==> src/rtl/rd_pkg.sv <==
package rd_pkg;
    localparam int unsigned NUM_RATES = 8;
    localparam int unsigned CODE_W    = $clog2(NUM_RATES);

    typedef logic [CODE_W-1:0] code_t;

    // Bit-clock cycles per frame for each code, ascending rate order.
    function automatic int unsigned rate_cycles(input int unsigned code);
        case (code)
            0:       return 32;
            1:       return 64;
            2:       return 96;
            3:       return 128;
            4:       return 192;
            5:       return 256;
            6:       return 512;
            default: return 1024;
        endcase
    endfunction

    // Rates that are refused when the time-slot mode is selected.
    function automatic logic slot_mode_banned(input code_t code);
        return (code == code_t'(2)) || (code == code_t'(4));
    endfunction
endpackage

==> src/rtl/rd_period_meter.sv <==
module rd_period_meter #(
    parameter int unsigned CNT_W = 11
) (
    input  logic             clk_i,
    input  logic             rst_ni,
    input  logic             fsync_i,
    output logic             meas_stb_o,
    output logic [CNT_W-1:0] meas_cnt_o
);
    localparam logic [CNT_W-1:0] CNT_MAX = '1;

    typedef struct packed {
        logic             fs;
        logic             armed;
        logic [CNT_W-1:0] cnt;
    } meter_t;

    meter_t d, q;
    logic   rise;

    always_comb begin
        d    = q;
        rise = fsync_i & ~q.fs;
        d.fs = fsync_i;
        if (rise) begin
            d.cnt   = CNT_W'(1);
            d.armed = 1'b1;
        end else if (q.cnt != CNT_MAX) begin
            d.cnt = q.cnt + CNT_W'(1);
        end
    end

    always_ff @(posedge clk_i) begin
        if (!rst_ni) q <= '0;
        else         q <= d;
    end

    assign meas_stb_o = rise & q.armed;
    assign meas_cnt_o = q.cnt;

    // An edge restarts the period count at one.
    assert_restart_R2: assert property (@(posedge clk_i) disable iff (!rst_ni)
        rise |=> (q.cnt == CNT_W'(1)));
    // A saturated count stays put until the next edge.
    assert_saturate_R6: assert property (@(posedge clk_i) disable iff (!rst_ni)
        (q.cnt == CNT_MAX) |=> (q.cnt == CNT_MAX) || (q.cnt == CNT_W'(1)));
endmodule

==> src/rtl/rd_rate_match.sv <==
module rd_rate_match
    import rd_pkg::*;
#(
    parameter int unsigned CNT_W     = 11,
    parameter int unsigned MULT_W    = 9,
    parameter int unsigned FRAME_TGT = 2048,
    parameter int unsigned MULT_FRAC = 2
) (
    input  logic [CNT_W-1:0]  cnt_i,
    input  logic              slot_mode_i,
    output logic              hit_o,
    output logic              allowed_o,
    output code_t             code_o,
    output logic [MULT_W-1:0] mult_o
);
    logic [NUM_RATES-1:0] match;
    logic [MULT_W-1:0]    mult_tab [NUM_RATES];

    for (genvar g = 0; g < NUM_RATES; g++) begin : g_rate
        localparam int unsigned CYC = rate_cycles(g);
        localparam int unsigned MV  = ((FRAME_TGT << MULT_FRAC) + CYC / 2) / CYC;
        assign match[g]    = (cnt_i == CNT_W'(CYC));
        assign mult_tab[g] = MULT_W'(MV);
    end

    always_comb begin
        code_o = '0;
        for (int i = 0; i < NUM_RATES; i++) begin
            if (match[i]) code_o = code_t'(i);
        end
    end

    assign hit_o     = |match;
    assign allowed_o = ~(slot_mode_i & slot_mode_banned(code_o));
    assign mult_o    = mult_tab[code_o];
endmodule

==> src/rtl/rd_settle_timer.sv <==
module rd_settle_timer #(
    parameter int unsigned SETTLE_CYC = 64
) (
    input  logic clk_i,
    input  logic rst_ni,
    input  logic start_i,
    output logic ready_o
);
    localparam int unsigned TW = $clog2(SETTLE_CYC + 1);
    localparam logic [TW-1:0] LAST = TW'(SETTLE_CYC);

    typedef struct packed {
        logic [TW-1:0] cnt;
    } timer_t;

    timer_t d, q;

    always_comb begin
        d = q;
        if (start_i && q.cnt != LAST) d.cnt = q.cnt + TW'(1);
    end

    always_ff @(posedge clk_i) begin
        if (!rst_ni) q <= '0;
        else         q <= d;
    end

    assign ready_o = (q.cnt == LAST);

    assert_ready_needs_lock_R9: assert property (@(posedge clk_i) disable iff (!rst_ni)
        ready_o |-> start_i);
    assert_ready_holds_R9: assert property (@(posedge clk_i) disable iff (!rst_ni)
        ready_o |=> ready_o);
endmodule

==> src/rtl/rd_ratio_detect.sv <==
module rd_ratio_detect
    import rd_pkg::*;
#(
    parameter int unsigned FRAME_TGT  = 2048,
    parameter int unsigned MULT_FRAC  = 2,
    parameter int unsigned SETTLE_CYC = 64
) (
    input  logic                clk_i,
    input  logic                rst_ni,
    input  logic                fsync_i,
    input  logic                gci_mode_i,
    output logic [CODE_W-1:0]   ratio_code_o,
    output logic [8:0]          mult_o,
    output logic                valid_o,
    output logic                error_o,
    output logic                ready_o
);
    localparam int unsigned CNT_W  = $clog2(rate_cycles(NUM_RATES - 1) * 2);
    localparam int unsigned MULT_W = 9;

    typedef struct packed {
        logic [CNT_W-1:0]  prev;
        logic              have_prev;
        code_t             code;
        logic [MULT_W-1:0] mult;
        logic              valid;
        logic              err;
    } lock_t;

    lock_t             d, q;
    logic              meas_stb;
    logic [CNT_W-1:0]  meas_cnt;
    logic              hit, allowed;
    code_t             cand_code;
    logic [MULT_W-1:0] cand_mult;

    rd_period_meter #(.CNT_W(CNT_W)) u_meter (
        .clk_i      (clk_i),
        .rst_ni     (rst_ni),
        .fsync_i    (fsync_i),
        .meas_stb_o (meas_stb),
        .meas_cnt_o (meas_cnt)
    );

    rd_rate_match #(
        .CNT_W     (CNT_W),
        .MULT_W    (MULT_W),
        .FRAME_TGT (FRAME_TGT),
        .MULT_FRAC (MULT_FRAC)
    ) u_match (
        .cnt_i       (meas_cnt),
        .slot_mode_i (gci_mode_i),
        .hit_o       (hit),
        .allowed_o   (allowed),
        .code_o      (cand_code),
        .mult_o      (cand_mult)
    );

    rd_settle_timer #(.SETTLE_CYC(SETTLE_CYC)) u_settle (
        .clk_i   (clk_i),
        .rst_ni  (rst_ni),
        .start_i (q.valid),
        .ready_o (ready_o)
    );

    always_comb begin
        d = q;
        if (meas_stb && !q.valid) begin
            d.prev      = meas_cnt;
            d.have_prev = 1'b1;
            if (q.have_prev && meas_cnt == q.prev) begin
                if (hit && allowed) begin
                    d.code  = cand_code;
                    d.mult  = cand_mult;
                    d.valid = 1'b1;
                    d.err   = 1'b0;
                end else begin
                    d.err = 1'b1;
                end
            end
        end
    end

    always_ff @(posedge clk_i) begin
        if (!rst_ni) q <= '0;
        else         q <= d;
    end

    assign ratio_code_o = q.code;
    assign mult_o       = q.mult;
    assign valid_o      = q.valid;
    assign error_o      = q.err;

    assert_lock_on_edge_R4: assert property (@(posedge clk_i) disable iff (!rst_ni)
        $rose(valid_o) |-> $past(meas_stb));
    assert_slot_mode_excl_R5: assert property (@(posedge clk_i) disable iff (!rst_ni)
        $rose(valid_o) |-> !($past(gci_mode_i) &&
                             (ratio_code_o == code_t'(2) || ratio_code_o == code_t'(4))));
    assert_err_before_lock_R6: assert property (@(posedge clk_i) disable iff (!rst_ni)
        $rose(error_o) |-> !valid_o);
    assert_frozen_after_lock_R7: assert property (@(posedge clk_i) disable iff (!rst_ni)
        valid_o |=> valid_o && !error_o && $stable(ratio_code_o) && $stable(mult_o));
endmodule

==> config.mk <==
export PLATFORM = sky130hd
export DESIGN_NAME = rd_ratio_detect
export DESIGN_NICKNAME = d
export VERILOG_FILES = /design/src/rtl/rd_pkg.sv /design/src/rtl/rd_period_meter.sv /design/src/rtl/rd_rate_match.sv /design/src/rtl/rd_settle_timer.sv /design/src/rtl/rd_ratio_detect.sv
export SDC_FILE = /design/constraint.sdc
export NUM_CORES = 1
export LEC_CHECK = 0
export CORE_MARGIN = 2
export CORE_UTILIZATION = 40
export CTS_CLUSTER_DIAMETER = 120
export DETAILED_ROUTE_END_ITERATION = 10
export DONT_BUFFER_PORTS = 1
export SYNTH_ARGS = -nofsm -noshare
export SYNTH_HDL_FRONTEND = slang
export SYNTH_HIERARCHICAL = 1
export SYNTH_SLANG_ARGS = --single-unit
==> constraint.sdc <==
create_clock -name clk_i -period 3.2 [get_ports clk_i]
set_clock_uncertainty 0.15 [all_clocks]
set_input_delay 0 -clock clk_i [delete_from_list [all_inputs] [get_ports clk_i]]
set_output_delay 0 -clock clk_i [all_outputs]
set_load 0.05 [all_outputs]
==> results.txt, run 1 <==
Of the total power, the share spent switching nets is 0.227. The post-synthesis compound-gate area fraction came out at 0.130. The peak fanout along the critical path is 14. The worst setup path is captured at a register.

The slowest stage of the critical path belongs to the cell dfxtp_1. The post-route non-filler standard cell count is roughly 370. During placement, the flow inserted port buffers numbering 0.

The fmax came out at between 300 and 400 MHz. At the end of routability-driven placement, the weighted congestion stood at approximately 0.78. The initial antenna violation count came to 0.

The max-slew violation count was 0. The total detailed-routing wirelength is ~4700 um. The number of warnings issued by yosys came out at 6.

Of the total synthesized cell area, the portion taken by AND, OR, NAND and NOR gates is 0.275. The total power draw is about 1000 uW. The transition time at the pin with the least slew margin is approximately 0.85 ns. The antenna diode count came out at 0. The number of placement rows is 29.

The flow ran to the end, and the final reports show no timing, DRC or antenna violations. In this run the most used layer during global routing was met2. The path class of the tightest hold or removal check is primary input to register. Summed over all nets, the switching power comes to around 230 uW. The startpoint identified for the worst register-to-register timing path is u_meter/meas_cnt_o[10]. The wire length of the first global-routing pass came out at 8250 um.

The number of buffers added by the clock tree synthesis step is 5. The number of nets produced by synthesis came out at between 300 and 400. The clock group share of total power is 0.363. The worst hold path endpoint is u_meter/meas_cnt_o[2]. The element type at the critical path start is a register.

The source-to-sink clock delay at the later pin of the worst-skew pair is approximately 0.30 ns. The post-route core utilization came out at 0.421. The adder-cell area share of the yosys netlist came out at 0.0243.

The detailed-route wire length per cell is ~13 um. The count of routing violations after the opening detailed-route iteration is 74. Dividing the synthesized area by the synthesized cell count gives about 8.4 um^2. Across every metal layer, demand over resource in global routing totals 0.143. The count of clock tree sinks is 46. The root buffer cell is clkbuf_8. For the worst setup path, the data required time is ~3.3 ns. The depth of the CTS H-tree came out at 2. The number of antenna-violating nets in the routed design is 0. The width of the chip came out at roughly 84 um. Summed over all layers, the global routing overflow is 0. Of the total power, combinational logic draws 0.050. The critical path in this run is classified as register to register. TritonCTS built the clock tree. The total setup violations reported at the end of the flow is 0. The depth of the worst register-to-register path is 11. The flip-flop and latch count after synthesis came out at 46. The number of I/O pins is 19. The max-slew headroom at the worst pin came out at 0.430.

The hold slack is 0.0451 ns. In this run the power density over the cells is about 380 nW/um^2. After synthesis the cells add up to 2570 um^2. Clock-pin slew was measured on the worst setup and hold paths at around 0.08 ns. The portion of netlist area occupied by mux cells is 0.0467. The floorplan core area is ~6300 um^2. The initial core utilization came out at 0.410. The detailed-route vias per instance is about 5.2. The sequential share of the synthesized area is 0.358. At the worst endpoint, the arrival time is 2.91 ns. The worst ir drop on vdd came out at between 100 and 150 uV.

The sum of net half-perimeters after detailed placement is roughly 3300 um. The setup TNS is 0 ns. The count of buffering cells on the critical path with inverters included came out at 2. The critical path starts at u_meter/meas_cnt_o[10]. The number of endpoints with negative hold slack in the final report is 0.

The static leakage is ~0.86 nW. The iteration count of the initial detailed-routing pass came out at 4. The total die area came out at ~7100 um^2. The vertical die dimension is roughly 84 um. In the finished design, the share of the clock period the worst path needs comes to 0.883. Of the total synthesized cell area, the portion taken by XOR and XNOR cells is 0.0613. Traced cell by cell, the critical path runs through xor2_1, o211ai_1, a211o_1, ha_1, inv_1, a211oi_2, o21ai_0, nand2_1, nor4_4, buf_6, mux2i_1. The count of cell types in the netlist came out at 49. The worst register-to-register path has a setup slack of about 0.38 ns.

The critical register-to-register path endpoint is ratio_code_o[0]. The global-route met2 utilization is 0.217. The DRC violations left came out at 0. The post-layout minimum cycle time is between 2 and 3 ns. The met3 capacity usage during global routing came out at 0.0354.

The via count of the first global-routing pass came out at 1763. Broken down by cell family, the worst path's largest delay share belongs to compound AO/OA/AOI/OAI gates. The share of power burned in registers came out at 0.587. The delay of the slowest critical-path stage is around 0.53 ns.

In this run the deepest clock path goes through 2 buffers. The cell count after synthesis came out at 305. The final route contains 1930 vias. The async set-reset flop share out of synthesis came out at 0. From synthesis to final layout, the design area changed by 2.82%. The layout net count is about 300.

Setup repair after global routing left no endpoint under its margin. The global-route track usage on met1 came out at 0.191. The worst hold path begins at fsync_i.

Max-cap violations in this run came to 0. Among all flip-flop cells after synthesis, the most frequent one is dfxtp_1. The internal power component came out at 770 uW. Of the cells placed in the final design, the portion with a size suffix greater than 1 is 0.0997. The hold path depth is 4. The maximum number of pins on one net before global-route repair came out at 49. The number of cells in the design after placement is approximately 360. The combinational family with the most area after synthesis is simple AND/OR/NAND/NOR gates.

The number of synthesized flops with an enable pin came out at 0.
[metal layers]
layer	vias to the layer above	wire length, um
met5	-	0
met1	892	2310
met4	0	102
met3	9	210
li1	993	-
met2	36	2070
[power groups by stage]
stage / Combinational (mW) / Sequential (mW) / Clock [mW]
2_1_floorplan: 0.0390 / 0.594 / 0
3_3_place_gp: 0.0346 / 0.598 / 0
3_5_place_dp: 0.0344 / 0.598 / 0
4_1_cts: 0.0504 / 0.584 / 0.377
5_1_grt: 0.0575 / 0.586 / 0.397
6_report: 0.0500 / 0.584 / 0.362
[cell usage after synthesis (2+ instances only)]
cell / number / area (um^2)
a21oi_1: 16 / 80.1
nor2_1: 13 / 48.8
or3_1: 4 / 25.0
and2_1: 7 / 43.8
o21bai_1: 3 / 22.5
buf_4: 23 / 173
nor3_1: 2 / 10.0
a21boi_1: 2 / 15.0
nand4b_1: 2 / 17.5
nand4_1: 10 / 62.6
nor2b_1: 5 / 31.3
o21ai_0: 9 / 45.0
clkbuf_1: 7 / 26.3
mux2i_1: 12 / 120
nand3_1: 7 / 35.0
a311oi_1: 2 / 17.5
and3b_1: 2 / 17.5
a31oi_1: 4 / 25.0
nand2_1: 56 / 210
dfxtp_1: 46 / 921
and3_1: 2 / 12.5
ha_1: 5 / 62.6
xor2_1: 2 / 17.5
and3_4: 2 / 22.5
o211ai_1: 3 / 22.5
nor4_1: 3 / 18.8
xnor2_1: 16 / 140
o21a_1: 4 / 30.0
nand3b_1: 3 / 22.5
inv_1: 7 / 26.3
buf_6: 3 / 33.8
nand2b_1: 3 / 18.8
a21boi_0: 4 / 30.0
[area by class of cell]
type | instances | area, um^2
tap | 77 | 96.3
timing repair buffer | 12 | 116
fill | 636 | 3630
multi-input combinational | 217 | 1390
clock buffer | 7 | 86.3
inverter | 8 | 30.0
sequential | 46 | 921
clock inverter | 1 | 5.00
[tightest hold or removal path: stages]
cell	delay [ns]
nor2b_1	0.28
nor2b_1	0.08
o21ai_0	0.06
a31oi_1	0.04
[worst max-delay path by stage]
stage | end | slack [ns] | cells past startpoint
final | ratio_code_o[0] | 0.38 | 11
after global routing | ratio_code_o[0] | 0.03 | 12
after CTS | ratio_code_o[0] | 0.28 | 12
after detailed placement | mult_o[5] | 0.32 | 12
after global placement | ratio_code_o[0] | 0.37 | 12
after floorplan | mult_o[2] | 0.24 | 13
[layout by cell type (no fill, tap or decap), drive strengths merged, types with 4 or more instances in the layout]
cell	instances
nand2	56
mux2i	12
dlygate4sd3	4
inv	7
nor2	13
nand3	8
ha	5
nor2b	5
o21a	4
nor4	4
o21ai	9
or3	5
dfxtp	46
nand4	11
a31oi	4
clkbuf	7
a21boi	6
and2	7
xnor2	16
a21oi	17
buf	8
and3	4
[repair_timing]
| action | in CTS | in global routing |
|---|---|---|
| setup buffers | 0 | 0 |
| hold buffers | 5 | 0 |
| resized for setup | 0 | 2 |
| hold endpoints to repair | 46 | 0 |
| endpoints found under the setup margin | 0 | 12 |
[stage by stage]
step | worst slack, ns | cell area [um^2]
finish | 0.376 | 2640
global placement | 0.371 | 2480
CTS | 0.276 | 2630
detailed placement | 0.317 | 2480
global route | 0.0310 | 2640
floorplan | 0.239 | 2570
[registers in the layout, summed over array words and instances (netlist names)]
signal,flops
mult_o,9
valid_o,1
u_settle/q,7
u_meter/q,2
q,12
u_meter/meas_cnt_o,11
error_o,1
ratio_code_o,3
[kinds of logic after synthesis]
family,after synthesis
AND/OR/NAND/NOR,130
AO/OA/AOI/OAI,52
flip-flops,46
buffers and inverters,42
XOR/XNOR,18
multiplexers,12
adder cells (fa/ha/maj),5
Power figures use the tool's default switching activity.
==> run 2, diff against run 1 <==
CORE_UTILIZATION = 57   (was 40)
PLACE_DENSITY = 0.75   (was default)
==> run 2 against run 1 <==
Core utilization is 19 points higher. Setup slack got worse by 0.098 ns. Clock power increased by 46%. Combinational power about the same. Sequential power about the same. Non-clock buffer count is 2 lower. Largest power group unchanged.
==> results.txt, run 2 (same netlist as run 1, synthesis figures left out) <==
The total power per unit cell area is 440 nW/um^2 (+17%). The total detailed-routing wirelength is 4690 um (about the same). The cell area after layout came out at 2650 um^2 (about the same). In the layout the commonest cells are nand2_1 (56), dfxtp_1 (46), a21oi_1 (16), xnor2_1 (16), nor2_1 (13). The number of cells in the design after placement is 329 (-7.3%).

The floorplan core area is 4350 um^2 (-31%). The weighted congestion reported at the end of routability-driven placement is 0.812 (+4.8%). The fmax is 342 MHz (-3.3%). The count of clock tree sinks came out at 46 (unchanged). The sum of net half-perimeters after detailed placement was 3230 um (-0.77%). The flow ran to the end, and the final reports show no timing, DRC or antenna violations.

The critical path data arrival time came out at 2.99 ns (+0.08 ns). The root buffer cell chosen for the clock tree is clkbuf_8. Among all stages on the critical path, the largest delay is contributed by dfxtp_1. Setup repair after global routing left no endpoint under its margin.

The number of placement rows came out at 24 (-17%). The data required time of the critical path came out at 3.27 ns (about the same). The portion of the clock cycle consumed by the worst path in the final layout came to 0.913 (+0.0305). The initial antenna violation count came out at 0 (unchanged). Walking the worst path, the cells encountered are xor2_1, o211ai_1, a211o_1, ha_1, inv_1, a211oi_2, o21ai_0, nand2_1, nor4_4, buf_6, mux2i_1. The detailed-route wire length per cell is 13.7 um (+7.9%). The depth of the CTS H-tree was 2 (unchanged). The number of flip-flops under the largest register name came to 12 (unchanged). The initial core utilization was 0.591 (+0.181). The number of endpoints with negative hold slack in the final report is 0 (unchanged). Counting flops per register, the top entry is q. The total via count after detailed routing is 1923 (-0.36%). The max-slew violation count came out at 0 (unchanged). The DRC violations left was 0 (unchanged). The post-route non-filler standard cell count came out at 341 (-7.3%). The post-route core utilization came out at 0.608 (+0.187). The source-to-sink clock delay at the later pin of the worst-skew pair came out at 0.30 ns (about the same). The post-CTS clock slew at the launch and capture registers of the worst setup and hold paths is 0.09 ns (about the same). The width of the chip came to 71.2 um (-15%).

The reported max-cap violation count came out at 0 (unchanged). The total power draw was 1.16 mW (+17%). The layout net count is 297 (-0.67%).

The number of buffers added by the clock tree synthesis step is 5 (unchanged). The number of I/O pins was 19 (unchanged). The worst setup slack after placement was 0.278 ns (-0.0388 ns).

The transition time at the pin with the least slew margin came to 0.894 ns (+0.0404 ns). The count of routing violations after the opening detailed-route iteration is 158 (+110%). The fraction of final layout cells with drive strength greater than 1 is 0.100 (+0.000690). The total congestion overflow after global routing is 0 (unchanged).

The peak fanout along the critical path came out at 14 (unchanged). The global-route usage over all layers is 0.195 (+0.0521). The antenna diode count came out at 0 (unchanged). The total die area is 5060 um^2 (-29%). The detailed-route vias per instance is 5.64 (+7.5%).

The layout-stage area growth over the synthesis result came out at 2.92% (about the same). The static leakage is 0.873 nW (+1.4%). The vertical die dimension came out at 71.2 um (-15%). The post-layout minimum cycle time is 2.92 ns (+0.0977 ns). The maximum number of pins on one net before global-route repair is 49 (unchanged). The number of buffers inserted by port buffering was 0 (unchanged).

The total setup violations reported at the end of the flow is 0 (unchanged). The maximum buffer depth of the clock tree came out at 2 (unchanged). STA classifies the critical path startpoint as a register. The worst setup path is of the register to register kind. The iteration count of the initial detailed-routing pass came to 4 (unchanged).

The max-slew headroom at the worst pin is 0.403 (-0.0266). The count of buffering cells on the critical path with inverters included is 2 (unchanged). The via count of the first global-routing pass came to 1709 (-3.1%). The type of destination of the critical path is a register. The setup TNS is 0 ns (unchanged). TritonCTS built the clock tree. The setup slack of the critical path after layout is 0.278 ns (-0.0977 ns).

The worst ir drop on vdd was 206 uV (+54%). The delay of the slowest critical-path stage came out at 0.55 ns (+0.02 ns). The library cell used most frequently in the layout, excluding fill and tap cells, is nand2_1.

The hold slack is 0.0951 ns (+0.0500 ns). The wire length of the first global-routing pass is 7900 um (-4.2%). The number of setup buffers added after CTS is 0 (unchanged).

The number of antenna-violating nets in the routed design was 0 (unchanged). The type of the most critical hold path is primary input to register. The standard cell area after detailed placement came to 2440 um^2 (-1.6%). The cell family contributing the most delay on the critical path is compound AO/OA/AOI/OAI gates.
==> run 2: cell types whose count changed in the layout (fill, tap and decap cells not counted) <==
cell,delta
bufinv_16,+2
buf_4,-1
clkbuf_1,-1
clkinv_2,-1
dlygate4sd3_1,-1
==> run 2: worst paths after layout <==
| path | endpoint | slack (ns) | from | depth (start not counted) |
|---|---|---|---|---|
| setup / recovery | mult_o[3] | 0.28 | u_meter/meas_cnt_o[10] | 11 |
| hold / removal | mult_o[2] | 0.1 | gci_mode_i | 5 |
| setup reg to reg | mult_o[3] | 0.28 | u_meter/meas_cnt_o[10] | 11 |
| hold reg to reg | q[19] | 0.32 | q[19] | 2 |
==> run 2: worst register-to-register path: stages (launching register included) <==
cell and delay (ns):
dfxtp_1 0.55, xor2_1 0.26, o211ai_1 0.13, a211o_1 0.38, ha_1 0.21, inv_1 0.08, a211oi_2 0.06, o21ai_0 0.17
nand2_1 0.11, nor4_4 0.29, buf_6 0.23, mux2i_1 0.22
==> run 2: metal layers <==
metal,vias to the layer above,wire length (um),GRT usage
met5,-,0,0
met4,0,86,0.0692
met3,8,154,0.0442
met2,33,2200,0.310
met1,890,2240,0.262
li1,992,-,-
==> run 2: where the power goes <==
part | switching (mW) | internal, mW | leakage (nW) | total, mW
sequential | 0.00773 | 0.577 | 0.372 | 0.585
clock | 0.197 | 0.333 | 0.0714 | 0.530
combinational | 0.0322 | 0.0178 | 0.430 | 0.0500
total | 0.237 | 0.928 | 0.873 | 1.16
==> run 2: final cells by class <==
cell class,count,area [um^2]
Timing Repair Buffer,10,98.8
Tap cell,52,65.1
Sequential cell,46,921
Clock inverter,2,60.1
Inverter,8,30.0
Multi-Input combinational cell,217,1390
Fill cell,373,1710
Clock buffer,6,82.6
==> run 2: repair_timing <==
action | 4_1_cts | 5_1_grt
setup endpoints to repair | 0 | 12
hold buffers | 4 | 0
resized for setup | 0 | 2
hold endpoints to repair | 46 | 0
